===== src/rtl/secded_imem_pkg.sv =====
package secded_imem_pkg;
  localparam int DATA_W = 16;
  localparam int CODE_W = 22;
  localparam int HALF_W = CODE_W / 2;
  localparam int SYN_W  = 5;
  localparam int COPIES = 2;

  typedef enum logic [1:0] {
    ECC_CLEAN = 2'd0,
    ECC_FIXED = 2'd1,
    ECC_FAIL  = 2'd2
  } ecc_stat_e;
endpackage


===== src/rtl/secded_enc.sv =====
module secded_enc
  import secded_imem_pkg::*;
(
  input  logic [DATA_W-1:0] data,
  output logic [CODE_W-1:0] code
);
  always_comb begin
    int d;
    logic acc;
    code = '0;
    d = 0;
    for (int p = 1; p < CODE_W; p++) begin
      if ((p & (p - 1)) != 0) begin
        code[p] = data[d];
        d = d + 1;
      end
    end
    for (int k = 0; k < SYN_W; k++) begin
      acc = 1'b0;
      for (int p = 1; p < CODE_W; p++) begin
        if (p[k] && (p != (1 << k))) acc = acc ^ code[p];
      end
      code[1 << k] = acc;
    end
    code[0] = ^code[CODE_W-1:1];
  end
endmodule


===== src/rtl/secded_dec.sv =====
module secded_dec
  import secded_imem_pkg::*;
(
  input  logic [CODE_W-1:0] code,
  output logic [DATA_W-1:0] data,
  output ecc_stat_e         stat
);
  logic [SYN_W-1:0]  syn;
  logic              par;
  logic [CODE_W-1:0] fixed;

  always_comb begin
    int d;
    syn = '0;
    for (int p = 1; p < CODE_W; p++) begin
      if (code[p]) syn = syn ^ SYN_W'(p);
    end
    par   = ^code;
    fixed = code;
    if (!par && syn == '0) begin
      stat = ECC_CLEAN;
    end else if (par && syn < SYN_W'(CODE_W)) begin
      stat = ECC_FIXED;
      for (int p = 0; p < CODE_W; p++) begin
        if (SYN_W'(p) == syn) fixed[p] = ~fixed[p];
      end
    end else begin
      stat = ECC_FAIL;
    end
    data = '0;
    d = 0;
    for (int p = 1; p < CODE_W; p++) begin
      if ((p & (p - 1)) != 0) begin
        data[d] = fixed[p];
        d = d + 1;
      end
    end
  end
endmodule


===== src/rtl/dp_code_bank.sv =====
module dp_code_bank #(
  parameter int ADDR_W = 4,
  parameter int WIDTH  = 11
) (
  input  logic              clk,
  input  logic [ADDR_W-1:0] a_addr,
  output logic [WIDTH-1:0]  a_q,
  input  logic [ADDR_W-1:0] b_addr,
  input  logic              b_we,
  input  logic [WIDTH-1:0]  b_wd,
  output logic [WIDTH-1:0]  b_q
);
  localparam int DEPTH = 1 << ADDR_W;
  logic [WIDTH-1:0] mem [DEPTH];

  always_ff @(posedge clk) begin
    a_q <= mem[a_addr];
  end

  always_ff @(posedge clk) begin
    if (b_we) mem[b_addr] <= b_wd;
    b_q <= mem[b_addr];
  end
endmodule


===== src/rtl/scrub_engine.sv =====
module scrub_engine
  import secded_imem_pkg::*;
#(
  parameter int ADDR_W = 4
) (
  input  logic              clk,
  input  logic              rst_n,
  input  logic              fetch_seen,
  input  ecc_stat_e         stat0,
  input  ecc_stat_e         stat1,
  input  logic [CODE_W-1:0] b_code0,
  input  logic [CODE_W-1:0] b_code1,
  output logic              busy,
  output logic [ADDR_W-1:0] addr,
  output logic              dst,
  output logic              wr_strobe,
  output logic [CODE_W-1:0] wr_code
);
  localparam logic [ADDR_W-1:0] LAST = ADDR_W'((1 << ADDR_W) - 1);

  typedef enum logic [1:0] {SC_IDLE, SC_READ, SC_WRITE} sc_state_e;
  sc_state_e state;

  logic              any_err, both_fail, start, pick_src;
  logic [CODE_W-1:0] src_code;
  logic [DATA_W-1:0] src_data;
  ecc_stat_e         src_stat;

  assign any_err   = (stat0 != ECC_CLEAN) || (stat1 != ECC_CLEAN);
  assign both_fail = (stat0 == ECC_FAIL) && (stat1 == ECC_FAIL);
  assign start     = fetch_seen && any_err && !both_fail && (state == SC_IDLE);

  always_comb begin
    if (stat0 == ECC_CLEAN)      pick_src = 1'b0;
    else if (stat1 == ECC_CLEAN) pick_src = 1'b1;
    else if (stat0 == ECC_FIXED) pick_src = 1'b0;
    else                         pick_src = 1'b1;
  end

  assign src_code  = dst ? b_code0 : b_code1;
  assign busy      = (state != SC_IDLE);
  assign wr_strobe = (state == SC_WRITE);

  secded_dec u_src_dec (.code(src_code), .data(src_data), .stat(src_stat));
  secded_enc u_src_enc (.data(src_data), .code(wr_code));

  always_ff @(posedge clk) begin
    if (!rst_n) begin
      state <= SC_IDLE;
      addr  <= '0;
      dst   <= 1'b0;
    end else begin
      case (state)
        SC_IDLE: if (start) begin
          state <= SC_READ;
          addr  <= '0;
          dst   <= ~pick_src;
        end
        SC_READ: state <= SC_WRITE;
        SC_WRITE: begin
          if (addr == LAST) begin
            state <= SC_IDLE;
          end else begin
            state <= SC_READ;
            addr  <= addr + 1'b1;
          end
        end
        default: state <= SC_IDLE;
      endcase
    end
  end


  half_rate_chk: assert property (@(posedge clk) disable iff (!rst_n)
    wr_strobe |=> !wr_strobe);


  addr_step_chk: assert property (@(posedge clk) disable iff (!rst_n)
    ($past(wr_strobe) && busy) |-> (addr == $past(addr) + 1'b1));


  dst_hold_chk: assert property (@(posedge clk) disable iff (!rst_n)
    (busy && $past(busy)) |-> $stable(dst));
endmodule


===== src/rtl/dup_secded_imem.sv =====
module dup_secded_imem
  import secded_imem_pkg::*;
#(
  parameter int ADDR_W = 4
) (
  input  logic              clk,
  input  logic              rst_n,
  input  logic              fetch_valid,
  input  logic [ADDR_W-1:0] fetch_addr,
  output logic              instr_valid,
  output logic [15:0]       instr,
  output logic [1:0]        err_corr,
  output logic [1:0]        err_uncorr,
  output logic              scrub_busy,
  input  logic              load_en,
  input  logic              load_copy,
  input  logic [ADDR_W-1:0] load_addr,
  input  logic [21:0]       load_code
);
  logic [COPIES-1:0][CODE_W-1:0] a_code, b_code;
  logic [COPIES-1:0][DATA_W-1:0] dec_data;
  ecc_stat_e                     dec_stat [COPIES];

  logic              busy, dst, wr_strobe;
  logic [ADDR_W-1:0] sc_addr, b_addr;
  logic [CODE_W-1:0] sc_code, b_wd;
  logic              valid_q;

  assign b_addr = busy ? sc_addr : load_addr;
  assign b_wd   = busy ? sc_code : load_code;

  for (genvar c = 0; c < COPIES; c++) begin : g_copy
    logic we;
    assign we = busy ? (wr_strobe && (dst == 1'(c)))
                     : (load_en && (load_copy == 1'(c)));
    for (genvar h = 0; h < 2; h++) begin : g_half
      dp_code_bank #(.ADDR_W(ADDR_W), .WIDTH(HALF_W)) u_bank (
        .clk    (clk),
        .a_addr (fetch_addr),
        .a_q    (a_code[c][h*HALF_W +: HALF_W]),
        .b_addr (b_addr),
        .b_we   (we),
        .b_wd   (b_wd[h*HALF_W +: HALF_W]),
        .b_q    (b_code[c][h*HALF_W +: HALF_W])
      );
    end
    secded_dec u_dec (.code(a_code[c]), .data(dec_data[c]), .stat(dec_stat[c]));
    assign err_corr[c]   = valid_q && (dec_stat[c] == ECC_FIXED);
    assign err_uncorr[c] = valid_q && (dec_stat[c] == ECC_FAIL);
  end

  always_ff @(posedge clk) begin
    if (!rst_n) valid_q <= 1'b0;
    else        valid_q <= fetch_valid;
  end

  assign instr_valid = valid_q;
  assign instr       = (dec_stat[0] == ECC_FAIL) ? dec_data[1] : dec_data[0];
  assign scrub_busy  = busy;

  scrub_engine #(.ADDR_W(ADDR_W)) u_scrub (
    .clk        (clk),
    .rst_n      (rst_n),
    .fetch_seen (valid_q),
    .stat0      (dec_stat[0]),
    .stat1      (dec_stat[1]),
    .b_code0    (b_code[0]),
    .b_code1    (b_code[1]),
    .busy       (busy),
    .addr       (sc_addr),
    .dst        (dst),
    .wr_strobe  (wr_strobe),
    .wr_code    (sc_code)
  );


  scrub_cause_chk: assert property (@(posedge clk) disable iff (!rst_n)
    $rose(scrub_busy) |-> ($past(instr_valid) && ($past(err_corr) != 2'b00 || $past(err_uncorr) != 2'b00)));


  no_fatal_scrub_chk: assert property (@(posedge clk) disable iff (!rst_n)
    (instr_valid && err_uncorr == 2'b11 && !scrub_busy) |=> !scrub_busy);
endmodule


===== config.mk =====
export PLATFORM = sky130hd
export DESIGN_NAME = dup_secded_imem
export DESIGN_NICKNAME = d
export VERILOG_FILES = /design/src/rtl/secded_imem_pkg.sv /design/src/rtl/secded_enc.sv /design/src/rtl/secded_dec.sv /design/src/rtl/dp_code_bank.sv /design/src/rtl/scrub_engine.sv /design/src/rtl/dup_secded_imem.sv
export SDC_FILE = /design/constraint.sdc
export NUM_CORES = 1
export LEC_CHECK = 0
export BUFFER_PORTS_ARGS = -buffer_cell sky130_fd_sc_hd__buf_2
export CELL_PAD_IN_SITES_DETAIL_PLACEMENT = 1
export CELL_PAD_IN_SITES_GLOBAL_PLACEMENT = 2
export CORE_ASPECT_RATIO = 1.1
export CORE_MARGIN = 2
export CORE_UTILIZATION = 49
export DETAILED_ROUTE_END_ITERATION = 8
export PLACE_DENSITY = 0.81
export SETUP_SLACK_MARGIN = 0.02
export SLEW_MARGIN = 20
export SYNTH_ARGS = -nofsm -noshare
export SYNTH_HDL_FRONTEND = slang
export SYNTH_HIERARCHICAL = 1
export SYNTH_SLANG_ARGS = --single-unit

===== constraint.sdc =====
create_clock -name clk -period 6.3 [get_ports clk]
set_input_delay 0.63 -clock clk [delete_from_list [all_inputs] [get_ports clk]]
set_output_delay 0.63 -clock clk [all_outputs]
set_load 0.05 [all_outputs]

==> results.md, run 1 <==
- Status: finished clean
- Maxcap violations: 0
- Pins Over Slew Limit: 0
- Clock Sink Count: 800
- WP data required: 6590 ps
- Root buf cell: clkbuf_16
- IO buf count: 56
- Tcrit/Tclk final: 94.7%
- Most common cell after layout, fill and taps aside: edfxtp_1
- WL/cell: 32.7 um
- Die Span Y: 301 um
- Launch point of the worst path: u_scrub/dst$_SDFFE_PN0P_
- Via density: 6.58
- Synth Warn #: 6
- Crit-path max FO: 32
- Nets: 2,308
- First-pass GRT wire length: 164,000 um
- Post-CTS sizing: 0
- Die area: 82,300 um2
- Synth Area per Inst: 17.9 um2
- P_leak: 14.2 nW
- Synth-to-layout area growth: 10.2%
- Die width: 274 um
- Gr ovfl total: 0
- Hold buffer count at CTS: 0
- Final Setup Violations: 0
- Post-route ant nets: 0
- Initial antenna violation count: 12
- CP arrival: 6250 ps
- Multi-input logic area: 15,200 um2
- Slew @ Worst Pin: 1200 ps
- Max clock buf depth: 3
- Final worst setup slack: 336 ps
- Core Region: 79,100 um2
- Routed WL: 111,000 um
- Hold Path Class: in2reg
- Worst-path clk slew: 60 ps
- Vias post-DR: 22.3k
- Critical path type: reg2reg
- Largest net degree at the start of global routing: 96
- Post-Route Skew: 32.5 ps
- CTS tree: built
- Synthesized Nets: 2,229
- Postcts setup bufs: 0
- Fill cell count: 7,091
- FF-to-FF Start: u_scrub/dst$_SDFFE_PN0P_
- GPL Wtd Cong: 0.870
- Hpwl dp: 73,100 um
- Placed Area: 40,600 um2
- Fin. Hold Viols: 0
- Final Util: 54.7%
- RSZ-0062 raised after global routing: no
- Cell Rows: 108
- FMAX: 168 MHz
- FF/Latch Area: 23,100 um2
- Final Cell Area: 43,200 um2
- Cell Area, Synth: 39,200 um2
- Crit path time final: 5960 ps
- Commonest non-fill, non-tap cells in the layout: edfxtp_1, mux4_2, a22oi_1
- Place WS: 458 ps
- Final setup TNS: 0 ps
- Capturing element type of the critical path: flop
- DR iter-0 viols: 2,244
- Rel. slew slack: 19.7%
- Number of I/O pins: 57
- Clk_lat worst skew: 650 ps
- DRC violations left: 0
- Pwr dens: 608 nW/um2
- Number of global-route vias before repair: 23.6k
- Post-Syn Instances: 2,193
- First-pass iteration count of the detailed router: 5
- Peak supply drop: 1.04 mV
- Hold Crit Start: fetch_valid
- CTS H-tree lvls: 3
- CTS Buf Count: 82
- Hold WS: 221 ps
- Starting Density: 49.6%
- GRT Total Usage: 27.4%
- CP startpoint kind: flop
- Layout cell share with drive strength beyond 1: 31.2%
## final timing paths
kind / end / slack, ps / depth (start not counted)
hold / removal: instr_valid$_SDFF_PN0_ / 220 / 2
setup reg to reg: g_copy[1].g_half[0].u_bank/mem[6][0]$_DFFE_PP_ / 340 / 13
hold reg to reg: u_scrub/state[1]$_SDFFE_PN0P_ / 470 / 1
setup / recovery: g_copy[1].g_half[0].u_bank/mem[6][0]$_DFFE_PP_ / 340 / 13
## registers in the layout, summed over array words and instances (netlist names)
register                  count
g_copy.g_half.u_bank/mem    704
u_scrub/state                 2
u_scrub/addr                  4
g_copy.g_half.u_bank/a_q     44
instr_valid                   1
u_scrub/dst                   1
g_copy.g_half.u_bank/b_q     44
## through the flow
stage / power (mW) / std cells
2_1_floorplan: 18.9 / 2193
3_3_place_gp: 21.3 / 3233
3_5_place_dp: 21.8 / 3233
4_1_cts: 26.3 / 3384
5_1_grt: 27.4 / 3384
6_report: 26.3 / 3388
## layout make-up
type / instances / share of cell area (%)
inverters: 3 / 0.0261
flip-flops and latches: 800 / 53.4
repair buffers: 146 / 2.39
clock buffers: 114 / 5.17
multi-input cells: 1239 / 35.2
clock inverters: 37 / 0.808
well taps: 1045 / 3.03
diodes: 4 / 0.0232
## power breakdown
| group | total [mW] | internal [mW] | switching (mW) | leakage [nW] |
|---|---|---|---|---|
| clock network | 4.76 | 2.70 | 2.06 | 1.26 |
| logic | 13.3 | 5.02 | 8.24 | 5.75 |
| registers | 8.24 | 7.97 | 0.270 | 7.15 |
## critical path, stage by stage (launching register included)
cell and delay (ps):
dfxtp_1 760, buf_4 320, mux2_2 400, xnor2_1 390
xor2_2 500, nor4_1 90, o21ai_0 450, a21oi_1 160
nor4_2 500, xor2_1 370, xnor3_1 530, xnor3_1 390
xor3_1 230, mux2_2 510
## per-layer routing
metal / global-route usage, % / vias up / routed length (um) / part of all wire [%]
met1: 36.9 / 11900 / 43200 / 39
li1: - / 9237 / - / -
met4: 8.12 / 8 / 3740 / 3.4
met5: 0 / - / 49 / 0.044
met2: 46.0 / 999 / 55700 / 50
met3: 4.68 / 194 / 8100 / 7.3
No activity file was read; power rests on OpenSTA's default activity.
==> run 2: changes to the inputs <==
Settings changed: CELL_PAD_IN_SITES_DETAIL_PLACEMENT 1 to 0, CELL_PAD_IN_SITES_GLOBAL_PLACEMENT 2 to 1, CORE_UTILIZATION 49 to 55.
==> results.md, run 2 (synthesis results as in run 1) <==
- Final setup TNS: 0 ps (unchanged)
- CTS H-tree lvls: 3 (unchanged)
- CP max stage cell: dfxtp_1
- Number of global-route vias before repair: 22.2k (-5.9%)
- Largest net degree at the start of global routing: 95 (-1.0%)
- Crit-path max FO: 32 (unchanged)
- Capturing element type of the critical path: flop
- Maxcap violations: 0 (unchanged)
- Gr ovfl total: 0 (unchanged)
- RSZ-0062 raised after global routing: no
- Tcrit/Tclk final: 93.1% (-1.5 points)
- Critical path type: reg2reg
- Place WS: 579 ps (+122 ps)
- Routed WL: 100,000 um (-9.7%)
- CP startpoint kind: flop
- Hold Crit Start: fetch_valid
- Hold Path Class: in2reg
- P_leak: 14.1 nW (-0.53%)
- Most flop-heavy register: g_copy.g_half.u_bank/mem
- CP arrival: 6150 ps (-100 ps)
- Initial antenna violation count: 4 (-8)
- CP Cell Sequence: mux2_2, xor2_2, xnor2_1, nor4_1, o21ai_0, a21oi_1, nor4_2, xor2_1, xnor3_1, xnor3_1, xor3_1, mux2_2
- Layout cell share with drive strength beyond 1: 31.1% (-0.046 points)
- First-pass GRT wire length: 148,000 um (-9.8%)
- Max stage delay on crit path: 1040 ps (+280 ps)
- Core Region: 70,400 um2 (-11%)
- Commonest non-fill, non-tap cells in the layout: edfxtp_1, mux4_2, a22oi_1
- Max clock buf depth: 3 (unchanged)
- Met2 wire len: 49,500 um (-11%)
- Pins Over Slew Limit: 0 (unchanged)
- FF-to-FF Start: u_scrub/dst$_SDFFE_PN0P_
- Final Setup Violations: 0 (unchanged)
- Final worst setup slack: 433 ps (+96.9 ps)
- Worst-path clk slew: 60 ps (about the same)
- Buf+Inv Stages, Crit Path: 0 (-1)
- Most common cell after layout, fill and taps aside: edfxtp_1
- Status: finished clean
- WP data required: 6590 ps (about the same)
- Fin. Hold Viols: 0 (unchanged)
- Starting Density: 55.7% (+6.1 points)
- Root buf cell: clkbuf_16
- Die width: 259 um (-5.5%)
- Placed Area: 40,300 um2 (-0.75%)
- Max Used Layer: met5
- Rel. slew slack: 20.6% (+0.87 points)
- Post-CTS sizing: 0 (unchanged)
- FMAX: 170 MHz (+1.7%)
- Via density: 6.84 (+4.0%)
- Post-Route Skew: 29.8 ps (-2.65 ps)
- Final Cell Area: 43,000 um2 (-0.47%)
- Post-route ant nets: 0 (unchanged)
- Peak supply drop: 1.18 mV (+14%)
- GRT Total Usage: 27.5% (+0.086 points)
- Vias post-DR: 22.3k (-0.0045%)
- Largest regs: g_copy.g_half.u_bank/mem (704), g_copy.g_half.u_bank/a_q (44), g_copy.g_half.u_bank/b_q (44)
- DRC violations left: 0 (unchanged)
- Fill cell count: 5,060 (-29%)
- Hold buffer count at CTS: 0 (unchanged)
- Pwr dens: 617 nW/um2 (+1.6%)
- Clock Sink Count: 800 (unchanged)
- DR iter-0 viols: 2,342 (+4.4%)
- Hpwl dp: 65,200 um (-11%)
- Launch point of the worst path: u_scrub/dst$_SDFFE_PN0P_
- IO buf count: 56 (unchanged)
- Cell Rows: 102 (-5.6%)
- Max reg flops: 704 (unchanged)
- Slew @ Worst Pin: 1190 ps (-13.0 ps)
- WL/cell: 30.7 um (-6.1%)
- Die area: 73,400 um2 (-11%)
- GPL Wtd Cong: 0.863 (-0.71%)
- CTS tree: built
- Metal1 wirelength: 38,400 um (-11%)
- Family with the most delay on the worst path: XOR/XNOR gates
- Synth-to-layout area growth: 9.70%
- CTS Buf Count: 81 (-1.2%)
- First-pass iteration count of the detailed router: 6 (+1)
- Met3 WL post-DR: 9230 um (+14%)
- Crit path time final: 5870 ps (-96.9 ps)
- Postcts setup bufs: 0 (unchanged)
- Nets: 2,289 (-0.82%)
- Number of I/O pins: 57 (unchanged)
- Clk_lat worst skew: 630 ps (-20 ps)
- Die Span Y: 284 um (-5.5%)
[run 2: cell count changes in the layout (fill, tap and decap cells not counted), moves of 3 or more]
cell        delta
clkinvlp_4     +3
nor3_2         -8
nor2_1         -7
nor3_1         +6
clkinv_4       +3
clkbuf_8       +3
buf_4         -16
clkbuf_16      +4
clkbuf_1      -10
nor2_2         +7
[run 2: path summary, 6_finish.rpt]
check / to / slack [ps] / depth (start not counted)
min: instr_valid$_SDFF_PN0_ / 210 / 2
min reg2reg: u_scrub/state[1]$_SDFFE_PN0P_ / 440 / 1
max: g_copy[0].g_half[0].u_bank/mem[12][0]$_DFFE_PP_ / 430 / 12
max reg2reg: g_copy[0].g_half[0].u_bank/mem[12][0]$_DFFE_PP_ / 430 / 12
[run 2: power by group]
part / internal (mW) / switching (mW)
Sequential: 8.17 / 0.269
Clock: 2.81 / 2.01
Combinational: 5.22 / 8.08
Total: 16.2 / 10.4
[run 2: final cells by class]
class / count / area, um2 / area share [%]
diodes: 3 / 7.51 / 0.0175
clock buffers: 111 / 2340 / 5.44
clock inverters: 39 / 343 / 0.797
inverters: 3 / 11.3 / 0.0262
multi-input cells: 1239 / 15200 / 35.3
flip-flops and latches: 800 / 23100 / 53.6
well taps: 936 / 1170 / 2.72
repair buffers: 128 / 875 / 2.03
[run 2: per-stage QoR]
stage | power [mW] | hold WS, ps | util [%] | cells
after CTS | 26.6 | 186 | 61.0 | 3256
final | 26.6 | 208 | 61.0 | 3259
after global routing | 27.6 | 203 | 61.0 | 3256
after floorplan | 18.9 | 416 | - | 2193
after detailed placement | 21.7 | 435 | 57.2 | 3106
after global placement | 21.4 | 425 | 57.2 | 3106
[run 2: routing by layer]
metal	vias up	GRT usage, %
li1	9199	-
met1	11600	38.6
met2	1310	44.8
met3	168	4.22
met4	4	8.50
met5	-	0
